==> src/rtl/irq_hub_pkg.sv <==
`timescale 1ns/1ps
package irq_hub_pkg;

  typedef enum logic {
    CLR_ON_READ  = 1'b0,
    FOLLOW_LEVEL = 1'b1
  } clr_mode_e;

  typedef enum logic {
    POL_HIGH = 1'b0,
    POL_LOW  = 1'b1
  } pin_pol_e;

endpackage

==> src/rtl/irq_cfg_regs.sv <==
`timescale 1ns/1ps
module irq_cfg_regs
  import irq_hub_pkg::*;
#(
  parameter int N_SRC = 7
) (
  input  logic             clk,
  input  logic             rst_n,
  input  logic             mask_we,
  input  logic [N_SRC-1:0] mask_wdata,
  input  logic             cfg_we,
  input  logic             cfg_mode,
  input  logic             cfg_low,
  output logic [N_SRC-1:0] mask_q,
  output clr_mode_e        mode_q,
  output pin_pol_e         pol_q
);

  localparam logic [N_SRC-1:0] MASK_RST = '0;

  always_ff @(posedge clk or negedge rst_n) begin
    if (!rst_n) begin
      mask_q <= MASK_RST;
    end else if (mask_we) begin
      mask_q <= mask_wdata;
    end
  end

  always_ff @(posedge clk or negedge rst_n) begin
    if (!rst_n) begin
      mode_q <= CLR_ON_READ;
      pol_q  <= POL_HIGH;
    end else if (cfg_we) begin
      mode_q <= clr_mode_e'(cfg_mode);
      pol_q  <= pin_pol_e'(cfg_low);
    end
  end

endmodule

==> src/rtl/irq_status_bank.sv <==
`timescale 1ns/1ps
module irq_status_bank
  import irq_hub_pkg::*;
#(
  parameter int N_SRC = 7
) (
  input  logic             clk,
  input  logic             rst_n,
  input  logic [N_SRC-1:0] evt,
  input  clr_mode_e        mode,
  input  logic             rd,
  output logic [N_SRC-1:0] stat_q,
  output logic [N_SRC-1:0] rd_clear
);

  // Next value of one status bit under the selected clearing rule.
  function automatic logic bit_next(clr_mode_e m, logic cur, logic ev, logic clr);
    logic kept;
    if (m == FOLLOW_LEVEL) begin
      return ev;
    end
    kept = cur & ~clr;
    return kept | ev;
  endfunction

  for (genvar k = 0; k < N_SRC; k++) begin : g_bit
    logic nxt;
    assign rd_clear[k] = rd & stat_q[k] & (mode == CLR_ON_READ);
    assign nxt         = bit_next(mode, stat_q[k], evt[k], rd_clear[k]);

    always_ff @(posedge clk or negedge rst_n) begin
      if (!rst_n) stat_q[k] <= 1'b0;
      else        stat_q[k] <= nxt;
    end
  end

endmodule

==> src/rtl/irq_out_drive.sv <==
`timescale 1ns/1ps
module irq_out_drive
  import irq_hub_pkg::*;
#(
  parameter int N_SRC = 7
) (
  input  logic [N_SRC-1:0] stat,
  input  logic [N_SRC-1:0] mask,
  input  pin_pol_e         pol,
  output logic             active,
  output logic             pin
);

  function automatic logic any_enabled(logic [N_SRC-1:0] s, logic [N_SRC-1:0] m);
    return |(s & m);
  endfunction

  function automatic logic to_level(logic act, pin_pol_e p);
    return (p == POL_LOW) ? ~act : act;
  endfunction

  assign active = any_enabled(stat, mask);
  assign pin    = to_level(active, pol);

endmodule

==> src/rtl/irq_hub.sv <==
`timescale 1ns/1ps
module irq_hub
  import irq_hub_pkg::*;
#(
  parameter int N_SRC = 7
) (
  input  logic             clk,
  input  logic             rst_n,
  input  logic [N_SRC-1:0] evt_i,
  input  logic             mask_we,
  input  logic [N_SRC-1:0] mask_wdata,
  input  logic             cfg_we,
  input  logic             cfg_level_mode,
  input  logic             cfg_active_low,
  input  logic             stat_rd,
  output logic [N_SRC-1:0] stat_q,
  output logic             irq_pin
);

  logic [N_SRC-1:0] mask_q;
  logic [N_SRC-1:0] rd_clear;
  clr_mode_e        mode_q;
  pin_pol_e         pol_q;
  logic             irq_active;
  logic             level_mode;
  logic             low_pol;

  assign level_mode = (mode_q == FOLLOW_LEVEL);
  assign low_pol    = (pol_q == POL_LOW);

  irq_cfg_regs #(.N_SRC(N_SRC)) u_cfg (
    .clk        (clk),
    .rst_n      (rst_n),
    .mask_we    (mask_we),
    .mask_wdata (mask_wdata),
    .cfg_we     (cfg_we),
    .cfg_mode   (cfg_level_mode),
    .cfg_low    (cfg_active_low),
    .mask_q     (mask_q),
    .mode_q     (mode_q),
    .pol_q      (pol_q)
  );

  irq_status_bank #(.N_SRC(N_SRC)) u_stat (
    .clk      (clk),
    .rst_n    (rst_n),
    .evt      (evt_i),
    .mode     (mode_q),
    .rd       (stat_rd),
    .stat_q   (stat_q),
    .rd_clear (rd_clear)
  );

  irq_out_drive #(.N_SRC(N_SRC)) u_drv (
    .stat   (stat_q),
    .mask   (mask_q),
    .pol    (pol_q),
    .active (irq_active),
    .pin    (irq_pin)
  );

endmodule

==> config.mk <==
export PLATFORM = sky130hd
export DESIGN_NAME = irq_hub
export DESIGN_NICKNAME = d
export VERILOG_FILES = /design/src/rtl/irq_hub_pkg.sv /design/src/rtl/irq_cfg_regs.sv /design/src/rtl/irq_status_bank.sv /design/src/rtl/irq_out_drive.sv /design/src/rtl/irq_hub.sv
export SDC_FILE = /design/constraint.sdc
export NUM_CORES = 1
export LEC_CHECK = 0
export ABC_AREA = 1
export BUFFER_PORTS_ARGS = -buffer_cell sky130_fd_sc_hd__buf_2
export CAP_MARGIN = 20
export CORE_UTILIZATION = 45
export CTS_CLUSTER_SIZE = 16
export DETAILED_ROUTE_END_ITERATION = 6
export PLACE_DENSITY = 0.79
export SKIP_LAST_GASP = 1
export SYNTH_ARGS = -nofsm -noshare
export SYNTH_HDL_FRONTEND = slang
export SYNTH_SLANG_ARGS = --single-unit
==> constraint.sdc <==
create_clock -name clk -period 2.5 [get_ports clk]
set_input_delay 0.125 -clock clk [delete_from_list [all_inputs] [get_ports clk]]
set_output_delay 0.125 -clock clk [all_outputs]
set_load 0.01 [all_outputs]
Yosys cells after proc, flatten, opt, wreduce, memory -nomap -nowiden:

Index checks and enable logic that the tools add are counted.

* muxes and demuxes: 16
* bitwise operators: 38
* reduce and logical (&&, ||, !) cells: 1

Operators with widths (number)
* $and 1x1->1: 21
* $mux 1: 16
* $not 1->1: 9
* $and 7x7->7: 1
* $or 1x1->1: 7
* $reduce_or 7->1: 1

* flip-flop bits (word level): 16
* output and inout bits: 8

Depth between registers and ports, before layout:

Gate-level depths: netlist (run 1).

* depth in word-level cells: 6
* mapped depth: 6
* gate-level depth less buffers: 6

Hierarchy:

From an unflattened synthesis (run 1), not the netlist that was laid out.

* cell total of the unflattened synthesis: 102
* area total of the unflattened synthesis: 767.0 µm²

Modules (own cells, without submodules)
* irq_cfg_regs: instances 1, cells each 39, area each 345.3 µm²
* irq_status_bank: instances 1, cells each 45, area each 345.3 µm²
* irq_out_drive: instances 1, cells each 18, area each 76.3 µm²

Worst setup path before layout (run 1):

OpenSTA, ideal clock, no wires.

* path type: register -> output
* start point: register u_stat.stat_q[0]
* end point: output port irq_pin
* arrival time: 0.818 ns
* slack: 1.557 ns
* stages on the path, launching flop included: 7
* path buffers: 0
* path through: dfrtp_1 -> nand2_1 -> nand2_1 -> nor2_1 -> nand2_1 -> nand2_1 -> nand2_1

* cells in the longest elaborated chain, start to end: 4

Ends and longest elaborated chain
* from (decl): line irq_status_bank.sv:12 `output logic [N_SRC-1:0] stat_q,`
* from (signal, indexed assignment): line irq_status_bank.sv:33 `else stat_q[k] <= nxt;`
* $and 7x7->7 (*): line irq_out_drive.sv:15 `return |(s & m);`
* $reduce_or 7->1 (*): line irq_out_drive.sv:15
* $not 1->1: line irq_out_drive.sv:19 `return (p == POL_LOW) ? ~act : act;`
* $mux 1 (*): line irq_out_drive.sv:19
* to (decl): line irq_hub.sv:17 `output logic irq_pin`

Every way passes the cells marked *; elsewhere a longest branch is shown, timed or not.

Worst setup path in the final report (run 1):

Same ends and word-level chain as after synthesis.

==> results.py, run 1 <==
metrics = {
    "outcome": {
        "status": "finished clean",
    },
    "floorplan": {
        "core-area_um2": 1510,
        "initial_core_util": 0.486,
        "die_x_um": 42.3,
        "die_h_um": 42.3,
        "io-pin-count": 29,
        "die_area_um2": 1790,
        "num_rows": 14,
    },
    "synthesis": {
        "ys_ff_latch": 16,
        "synthDistinctLibCells": 14,
        "ys_seq_area_frac": 0.547,
        "avgSynthCellArea_um2": 12.0,
        "synth_cells": 61,
        "synth_warnings": 0,
        "synth_nets": 82,
        "mappedNetlistArea_um2": 732,
    },
    "timing": {
        "finalHoldViolations": 0,
        "fin_crit_ns": 1.38,
        "finalSetupViolCount": 0,
        "rsz0062_at_grt": "no",
        "fin_skew_ns": 0.00364,
        "tightest_slew_ns": 0.416,
        "min_period_over_period": 0.553,
        "relSlewSlack": 0.722,
        "slew_viol_final": 0,
        "fmax_mhz": 723,
        "tns_ns": 0,
    },
    "clock_tree": {
        "clkTransAtPathRegs_ns": 0.08,
        "post-cts-setup-buffers": 0,
        "clk_latency_ns": 0.28,
        "clk_path_buf_depth": 2,
        "cts_root_buf": "clkbuf_4",
        "cts_made_buffers": 3,
        "cts_tree": "done",
        "cts_sinks": 16,
        "cts-htree-levels": 1,
    },
    "worst_setup_path": {
        "reg2reg_setup_slack_ns": 1.49,
        "cp_slowest_stage_delay_ns": 0.40,
        "critical_path_peak_fanout": 3,
        "arrival_ns": 1.26,
        "cp-start-kind": "flip-flop",
        "setup.worst_path.end_class": "output pin",
        "crit_type": "reg2out",
        "cp_slowest_cell": "dfrtp_1",
        "crit_buf_inv": 1,
        "path_cells": "nand2_1, nand2_1, nor2_1, nand2_1, nand2_1, nand2_1, buf_2",
        "worst_path_most_repeated_cell": "nand2_1",
        "required_ns": 2.38,
        "critPathTopFamily": "simple AND/OR/NAND/NOR gates",
    },
    "layout": {
        "area_delta_synth_final_pct": 23.8,
        "diodes": 0,
        "drive_gt1_frac": 0.505,
        "final_core_utilization": 0.601,
        "layout.nets": 114,
    },
    "routing": {
        "drc_errors": 0,
        "ant_nets": 0,
        "drt-wirelength-per-cell_um": 11.7,
        "firstDrtPassIters": 2,
        "totalWireLength_um": 1260,
        "drtIter0Drc": 6,
        "num_vias": 506,
        "vias_per_cell": 4.73,
    },
    "placed_design": {
        "hpwl_um": 1010,
        "gp_congestion": 0.731,
        "io_buffer_count": 28,
    },
    "grt": {
        "grt_pass1_vias": 512,
        "grt-ovfl-total": 0,
        "grtUsageTotal": 0.165,
        "grt_pass1_wl_um": 2150,
        "antenna_found_initial": 0,
        "grt_max_degree": 17,
    },
    "power": {
        "p_leak_nw": 0.506,
        "ir_drop_mv": 0.351,
        "power_density_nw_per_um2": 576,
    },
    "worst_hold_path": {
        "hold_class": "in2reg",
    },
    "run": {
        "drv_cap": 0,
    },
}
flip-flops by register name, indices dropped and copies added (netlist names):
name           cells
u_cfg.mask_q       7
u_stat.stat_q      7
u_cfg.mode_q       1
u_cfg.pol_q        1
cell usage after synthesis:
master,n,share of area
dfrtp_1,16,0.55
nand2_1,14,0.072
inv_1,8,0.041
mux2_4,7,0.14
o21bai_2,6,0.092
nor2_1,2,0.010
buf_4,1,0.010
buf_6,1,0.015
inv_2,1,0.0051
mux2_1,1,0.015
nand3_1,1,0.0068
o21ai_0,1,0.0068
o21bai_4,1,0.026
or2_1,1,0.0086
stage by stage:
| step | setup slack, ns | area, um^2 | hold WS (ns) | instances | power (W) |
|---|---|---|---|---|---|
| 5_1_grt | 1.01 | 906 | 0.0365 | 107 | 0.000549 |
| 3_3_place_gp | 1.45 | 873 | 0.0483 | 103 | 0.000395 |
| 4_1_cts | 1.09 | 906 | 0.0331 | 107 | 0.000527 |
| 3_5_place_dp | 1.40 | 873 | 0.0514 | 103 | 0.000400 |
| 6_report | 1.12 | 906 | 0.0383 | 107 | 0.000521 |
| 2_1_floorplan | 1.56 | 732 | -0.171 | 61 | 0.000362 |
routing by layer:
layer | global-route usage | part of all wire | vias to the layer above
li1 | - | - | 251
met1 | 0.210 | 0.42 | 236
met2 | 0.255 | 0.50 | 17
met3 | 0.0517 | 0.063 | 2
met4 | 0.0750 | 0.016 | 0
met5 | 0 | 0 | -
layout make-up:
| class | count | area (um^2) |
|---|---|---|
| Fill cell | 130 | 601 |
| Sequential cell | 16 | 400 |
| Tap cell | 16 | 20.0 |
| Clock buffer | 3 | 22.5 |
| Inverter | 9 | 33.8 |
| Timing Repair Buffer | 29 | 150 |
| Multi-Input combinational cell | 34 | 279 |
repair_timing:
| action | in CTS | in global routing |
|---|---|---|
| hold endpoints to repair | 16 | 0 |
| gates resized for setup | 0 | 0 |
| hold buffers | 1 | 0 |
where the power goes:
part,total [W],switching (W),internal [W]
Combinational,0.0000983,0.0000452,0.0000531
Clock,0.000127,0.0000709,0.0000558
Sequential,0.000296,0.0000149,0.000282
Total,0.000521,0.000131,0.000390
cells by family after synthesis:
| family | Yosys count | share of synthesized area |
|---|---|---|
| flops | 16 | 0.547 |
| mux | 8 | 0.159 |
| compound gates | 8 | 0.125 |
| buf+inv | 11 | 0.0718 |
| simple gates | 18 | 0.0974 |
cells in the final DEF, fill, tap and decap left out:
cell,instances
mux2_1,1
o21bai_2,6
or2_1,1
inv_1,8
nand2_1,14
inv_2,1
nand3_1,1
mux2_4,7
clkbuf_4,3
dfrtp_1,16
buf_2,28
nor2_1,2
dlygate4sd3_1,1
o21bai_4,1
o21ai_0,1
worst paths after layout:
check | from | endpoint | cells after the start
worst max-delay path | u_stat.stat_q[0]$_DFF_PN0_ | irq_pin | 7
worst max register to register | u_cfg.mode_q$_DFFE_PN0P_ | u_stat.stat_q[1]$_DFF_PN0_ | 2
max in group asynchronous | rst_n | u_cfg.pol_q$_DFFE_PN0P_ | 2
worst min-delay path | evt_i[4] | u_stat.stat_q[4]$_DFF_PN0_ | 2
worst min register to register | u_cfg.mode_q$_DFFE_PN0P_ | u_cfg.mode_q$_DFFE_PN0P_ | 1
min in group asynchronous | rst_n | u_cfg.mask_q[1]$_DFFE_PN0P_ | 2
worst reg2reg max path: stages (launching register included):
cell and delay [ns]:
dfrtp_1 0.38, or2_1 0.38, o21bai_2 0.17
No activity file was read; power rests on OpenSTA's default activity.
==> run 2, diff against run 1 <==
==> constraint.sdc (replaced) <==
create_clock -name clk -period 1.4 [get_ports clk]
set_input_delay 0.07 -clock clk [delete_from_list [all_inputs] [get_ports clk]]
set_output_delay 0.07 -clock clk [all_outputs]
set_load 0.01 [all_outputs]
==> run 2 against run 1 <==
Net effect: clock power increased by 80%; critical path depth unchanged; sequential power increased by 79%; clock skew decreased by 0.0024 ns; non-clock buffer count increased by 11; setup slack got worse by 1.0 ns; core utilization increased by 6.8 points; register-to-register slack got worse by 1.1 ns; critical endpoint unchanged; largest cell class unchanged.
==> results.py, run 2 (synthesized netlist as in run 1, its figures left out) <==
metrics = {
    "clock_tree": {
        "cts_made_buffers": 3,
        "clkTransAtPathRegs_ns": 0.08,
        "clk_latency_ns": 0.28,
        "clk_path_buf_depth": 2,
        "cts.repair.resized": 0,
        "cts-htree-levels": 1,
        "cts_sinks": 16,
        "cts_tree": "done",
        "cts_root_buf": "clkbuf_4",
    },
    "routing": {
        "vias_per_cell": 4.75,
        "drc_errors": 0,
        "drt-wirelength-per-cell_um": 12.1,
        "ant_nets": 0,
        "firstDrtPassIters": 4,
        "num_vias": 560,
        "totalWireLength_um": 1430,
        "drtIter0Drc": 10,
    },
    "timing": {
        "fin_skew_ns": 0.00121,
        "finalHoldViolations": 0,
        "min_period_over_period": 0.942,
        "hold_ws_ns": 0.00905,
        "tightest_slew_ns": 0.410,
        "finalSetupViolCount": 0,
        "relSlewSlack": 0.727,
        "fin_crit_ns": 1.32,
        "tns_ns": 0,
        "fmax_mhz": 758,
        "slew_viol_final": 0,
    },
    "power": {
        "p_clk_frac": 0.238,
        "p_sw_frac": 0.253,
        "power_frac_seq": 0.549,
        "p_leak_nw": 0.553,
        "power.switching_w": 0.000244,
        "ir_drop_mv": 0.422,
        "internal_power_w": 0.000719,
        "power_density_nw_per_um2": 955,
        "pwr-share-comb": 0.213,
        "totalPowerFinal_w": 0.000963,
    },
    "placed_design": {
        "io_buffer_count": 28,
        "placed_cells": 103,
        "gp_congestion": 0.740,
        "postPlaceCellArea_um2": 873,
        "hpwl_um": 1040,
    },
    "layout": {
        "final_cell_mix": "28 x buf_2, 16 x dfrtp_1, 14 x nand2_1",
        "diodes": 0,
        "area_delta_synth_final_pct": 37.8,
        "drive_gt1_frac": 0.480,
        "fin_cells": 118,
        "layout.nets": 125,
        "top_regs": "u_cfg.mask_q: 7 flops, u_stat.stat_q: 7 flops",
        "final_design_area_no_fill_um2": 1010,
        "layout_commonest_cell": "buf_2",
    },
    "floorplan": {
        "initial_core_util": 0.486,
        "die_area_um2": 1790,
        "num_rows": 14,
        "die_x_um": 42.3,
        "die_h_um": 42.3,
        "io-pin-count": 29,
        "core-area_um2": 1510,
    },
    "worst_setup_path": {
        "arrival_ns": 1.25,
        "cp_slowest_stage_delay_ns": 0.41,
        "worst_path_most_repeated_cell": "nand2_1",
        "crit_type": "reg2out",
        "cp_slowest_cell": "dfrtp_1",
        "crit_buf_inv": 2,
        "critical_path_peak_fanout": 3,
        "path_cells": "nand2_1, inv_2, nor2_1, nand2_1, nand2_1, nand2_1, buf_2",
        "cp-start-kind": "flip-flop",
        "setup.worst_path.end_class": "output pin",
        "critPathTopFamily": "flip-flops",
        "required_ns": 1.33,
    },
    "grt": {
        "grt-ovfl-total": 0,
        "grt_pass1_vias": 582,
        "grt_max_degree": 17,
        "antenna_found_initial": 0,
        "grtUsageTotal": 0.191,
        "grt_pass1_wl_um": 2470,
    },
    "worst_hold_path": {
        "hold_class": "in2reg",
    },
    "run": {
        "drv_cap": 0,
    },
    "outcome": {
        "status": "finished clean",
    },
}
[run 2: layout make-up]
class / count / area, um^2
sequential: 16 / 400
tap: 16 / 20.0
inverter: 9 / 33.8
clock buffer: 3 / 22.5
fill: 115 / 498
timing repair buffer: 40 / 253
multi-input combinational: 34 / 279
[run 2: per-layer routing]
layer / routed length (um) / part of all wire / vias to the layer above / GRT usage
met5: 0 / 0 / - / 0
met4: 57 / 0.040 / 0 / 0.131
met3: 79 / 0.055 / 7 / 0.0388
met2: 720 / 0.50 / 25 / 0.311
met1: 570 / 0.40 / 256 / 0.223
li1: - / - / 272 / -
[run 2: power by group through the flow]
stage | Combinational (W) | Clock [W] | Sequential [W]
finish | 0.000205 | 0.000229 | 0.000529
global route | 0.000227 | 0.000260 | 0.000534
CTS | 0.000194 | 0.000236 | 0.000530
detailed placement | 0.000176 | 0 | 0.000539
global placement | 0.000170 | 0 | 0.000535
floorplan | 0.000107 | 0 | 0.000539
[run 2: path summary, 6_finish.rpt]
check	from	end	slack (ns)	cells after the start
worst max-delay path	u_stat.stat_q[6]$_DFF_PN0_	irq_pin	0.08	7
worst min-delay path	cfg_active_low	u_cfg.pol_q$_DFFE_PN0P_	0.009	3
worst max register to register	u_cfg.mode_q$_DFFE_PN0P_	u_stat.stat_q[6]$_DFF_PN0_	0.40	2
worst min register to register	u_cfg.mode_q$_DFFE_PN0P_	u_cfg.mode_q$_DFFE_PN0P_	0.49	1
max in group asynchronous	rst_n	u_cfg.mask_q[2]$_DFFE_PN0P_	0.93	2
min in group asynchronous	rst_n	u_cfg.mask_q[0]$_DFFE_PN0P_	0.22	2
[run 2: tightest hold or removal path, stage by stage]
cell and delay, ns:
buf_2 0.07, nand2_1 0.04, o21ai_0 0.07
[run 2: what timing repair did]
| item | in CTS | in global routing |
|---|---|---|
| hold buffers | 8 | 1 |
| setup endpoints to repair | 0 | 1 |
| buffers inserted | 0 | 3 |
| hold endpoints to repair | 23 | 1 |
[run 2: stage by stage]
| step | utilization | worst slack, ns |
|---|---|---|
| 2_1_floorplan | - | 0.512 |
| 3_3_place_gp | 0.580 | 0.413 |
| 3_5_place_dp | 0.580 | 0.373 |
| 4_1_cts | 0.648 | 0.0594 |
| 5_1_grt | 0.669 | -0.00662 |
| 6_report | 0.669 | 0.0814 |
==> run 3, diff against run 2 <==
--- a/config.mk
+++ b/config.mk
@@ -5,13 +5,12 @@
 export SDC_FILE = /design/constraint.sdc
 export NUM_CORES = 1
 export LEC_CHECK = 0
-export ABC_AREA = 1
 export BUFFER_PORTS_ARGS = -buffer_cell sky130_fd_sc_hd__buf_2
 export CAP_MARGIN = 20
-export CORE_UTILIZATION = 45
+export CORE_UTILIZATION = 42
 export CTS_CLUSTER_SIZE = 16
 export DETAILED_ROUTE_END_ITERATION = 6
-export PLACE_DENSITY = 0.79
+export PLACE_DENSITY = 0.78
 export SKIP_LAST_GASP = 1
 export SYNTH_ARGS = -nofsm -noshare
 export SYNTH_HDL_FRONTEND = slang
==> run 3 against run 2 <==
Net effect: the flow now finishes with violations (setup timing); sequential power hardly changed; first-iteration DRC count is 50% lower; non-clock buffer count is 3 lower; maximum frequency is 13% lower; count of clock-buffer cells in the layout stayed put; critical path depth is 3 lower; critical endpoint unchanged; highest routed layer unchanged.
==> results.py, run 3 <==
metrics = {
    "outcome": {
        "status": "finished with violations",
        "violations": "setup timing",
    },
    "synthesis": {
        "synth_nets": 60,
        "synth_edf_count": 0,
        "synth_cells": 39,
        "synth_warnings": 0,
        "ys_ff_latch": 16,
        "synth_top_cell_by_area": "dfrtp_1",
        "synth_top_area_frac": 0.664,
        "ys_seq_area_frac": 0.664,
        "mappedNetlistArea_um2": 603,
        "ys_top_cells_by_count": "16 x dfrtp_1, 9 x mux2_2, 6 x a21o_1, 2 x a22oi_1",
        "ys_async_sr_fraction": 1.00,
        "avgSynthCellArea_um2": 15.5,
        "yosys.cell_count.top_type": "dfrtp_1",
        "synthDistinctLibCells": 10,
        "yosys-top-cells-area": "dfrtp_1 66%, mux2_2 17%, a21o_1 7.5%",
        "ys.flop_type": "dfrtp_1",
    },
    "floorplan": {
        "num_rows": 13,
        "die_area_um2": 1590,
        "initial_core_util": 0.458,
        "core-area_um2": 1320,
        "die_x_um": 39.9,
        "die_h_um": 39.9,
        "io-pin-count": 29,
    },
    "worst_setup_path": {
        "critPathTopFamily": "flip-flops",
        "arrival_ns": 1.44,
        "r2r-end": "u_stat.stat_q[2]$_DFF_PN0_",
        "reg2reg_setup_slack_ns": 0.55,
        "required_ns": 1.33,
        "critical_path_peak_fanout": 3,
        "crit_type": "reg2out",
        "cp-start-kind": "flip-flop",
        "r2r-start": "u_cfg.mode_q$_DFFE_PN0P_",
        "reg2regPathDepth": 3,
        "setup.worst_path.end_class": "output pin",
        "cp_slowest_cell": "dfrtp_1",
        "crit_buf_inv": 1,
        "cp_slowest_stage_delay_ns": 0.41,
        "worst-path-stages": 4,
        "path_cells": "a222oi_1, nand3_1, xor2_1, buf_2",
    },
    "layout": {
        "area_delta_synth_final_pct": 43.8,
        "diodes": 0,
        "top_regs": "u_cfg.mask_q: 7 flops, u_stat.stat_q: 7 flops",
        "fin_cells": 93,
        "fill_cells": 116,
        "layout.nets": 101,
        "final_design_area_no_fill_um2": 867,
        "layout_commonest_cell": "buf_2",
        "drive_gt1_frac": 0.538,
        "final_cell_mix": "28 x buf_2, 16 x dfrtp_1, 9 x mux2_2",
    },
    "grt": {
        "antenna_found_initial": 0,
        "grt_pass1_vias": 427,
        "grt_pass1_wl_um": 1740,
        "grtUsageTotal": 0.178,
        "grt-ovfl-total": 0,
        "grt_max_degree": 17,
    },
    "clock_tree": {
        "cts.repair.resized": 0,
        "clk_latency_ns": 0.28,
        "clkTransAtPathRegs_ns": 0.09,
        "cts_tree": "done",
        "cts_made_buffers": 3,
        "cts_root_buf": "clkbuf_4",
        "cts_sinks": 16,
        "clk_path_buf_depth": 2,
        "cts-htree-levels": 1,
    },
    "routing": {
        "num_vias": 463,
        "drt-wirelength-per-cell_um": 12.7,
        "drtIter0Drc": 5,
        "met1_length_um": 544,
        "wl_met2_um": 593,
        "totalWireLength_um": 1180,
        "route.met3.wl_um": 36,
        "vias_per_cell": 4.98,
        "firstDrtPassIters": 4,
        "ant_nets": 0,
        "drc_errors": 0,
        "maxUsedRoutingLayer": "met4",
    },
    "placed_design": {
        "hpwl_um": 884,
        "postPlaceCellArea_um2": 764,
        "placed_cells": 82,
        "io_buffer_count": 28,
        "gp_congestion": 0.798,
    },
    "timing": {
        "fin_crit_ns": 1.51,
        "layout_setup_ws_ns": -0.108,
        "finalHoldViolations": 0,
        "tightest_slew_ns": 0.351,
        "finalSetupViolCount": 1,
        "min_period_over_period": 1.08,
        "fin_skew_ns": 0.00896,
        "tns_ns": -0.108,
        "relSlewSlack": 0.766,
        "slew_viol_final": 0,
        "rsz0062_at_grt": "yes",
        "fmax_mhz": 663,
    },
    "power": {
        "ir_drop_mv": 0.691,
        "power_density_nw_per_um2": 1060,
        "p_leak_nw": 0.438,
    },
    "worst_hold_path": {
        "whs_endpoint": "u_cfg.mask_q[6]$_DFFE_PN0P_",
        "holdPathStages": 2,
        "min_from": "mask_wdata[6]",
        "hold_class": "in2reg",
    },
    "run": {
        "drv_cap": 0,
    },
}
==> run 3: cell types whose count changed after synthesis, sizes merged, moves of 2 or more <==
cell    previous run  this run
inv                9         0
nand2             14         0
o21bai             7         0
a22oi              0         2
a21o               0         7
==> run 3: metrics by stage <==
| step | hold slack (ns) | power, W | setup slack [ns] | utilization |
|---|---|---|---|---|
| after floorplan | -0.226 | 0.000603 | 0.245 | - |
| after global placement | -0.00769 | 0.000671 | 0.171 | 0.580 |
| after detailed placement | -0.00189 | 0.000677 | 0.154 | 0.580 |
| after CTS | 0.00913 | 0.000925 | -0.161 | 0.658 |
| after global routing | 0.00518 | 0.000961 | -0.220 | 0.658 |
| final | 0.0158 | 0.000915 | -0.108 | 0.658 |
==> run 3: kinds of logic (layout without fill, tap and decap cells) <==
kind of cell | after synthesis | after routing | synth area share
DFF | 16 | 16 | 0.664
AOI/OAI and AO/OA | 10 | 10 | 0.131
muxes | 9 | 9 | 0.168
and+or+nand+nor | 2 | 2 | 0.0145
xor gates and xnor gates | 1 | 1 | 0.0145
buffers and inverters | 1 | 40 | 0.00829
==> run 3: worst register-to-register path, cell delays in order (launching register included) <==
cell     delay (ns)
dfrtp_1        0.35
nor2_1         0.05
buf_4          0.15
a21o_2         0.21
==> run 3: cell type report <==
class                           count  area (um^2)  area share
Clock buffer                        3         22.5      0.0260
Multi-Input combinational cell     22          198       0.228
Sequential cell                    16          400       0.462
Tap cell                           15         18.8      0.0216
Timing Repair Buffer               37          228       0.263
==> run 3: worst max path at each step <==
stage          endpoint  slack [ns]                   startpoint
5_1_grt         irq_pin       -0.22  u_cfg.mask_q[2]$_DFFE_PN0P_
4_1_cts         irq_pin       -0.16   u_stat.stat_q[2]$_DFF_PN0_
6_report        irq_pin       -0.11   u_stat.stat_q[2]$_DFF_PN0_
2_1_floorplan   irq_pin        0.25   u_stat.stat_q[2]$_DFF_PN0_
3_3_place_gp    irq_pin        0.17   u_stat.stat_q[2]$_DFF_PN0_
3_5_place_dp    irq_pin        0.15   u_stat.stat_q[2]$_DFF_PN0_
==> run 3: metal layers <==
layer / GRT usage / vias up
li1: - / 223
met1: 0.189 / 225
met2: 0.294 / 13
met3: 0.0511 / 2
met4: 0.129 / 0
met5: 0 / -
==> run 3: repair_timing <==
item / CTS / global route
endpoints found under the setup margin: 1 / 1
hold buffers: 8 / 0
pin swaps: 3 / 1
hold endpoints to repair: 23 / 0
buffers inserted: 0 / 0
==> run 3: power breakdown <==
part           switching (W)  internal [W]  total (W)
Sequential         0.0000256      0.000503   0.000529
Combinational      0.0000609     0.0000922   0.000153
Clock               0.000134     0.0000996   0.000233
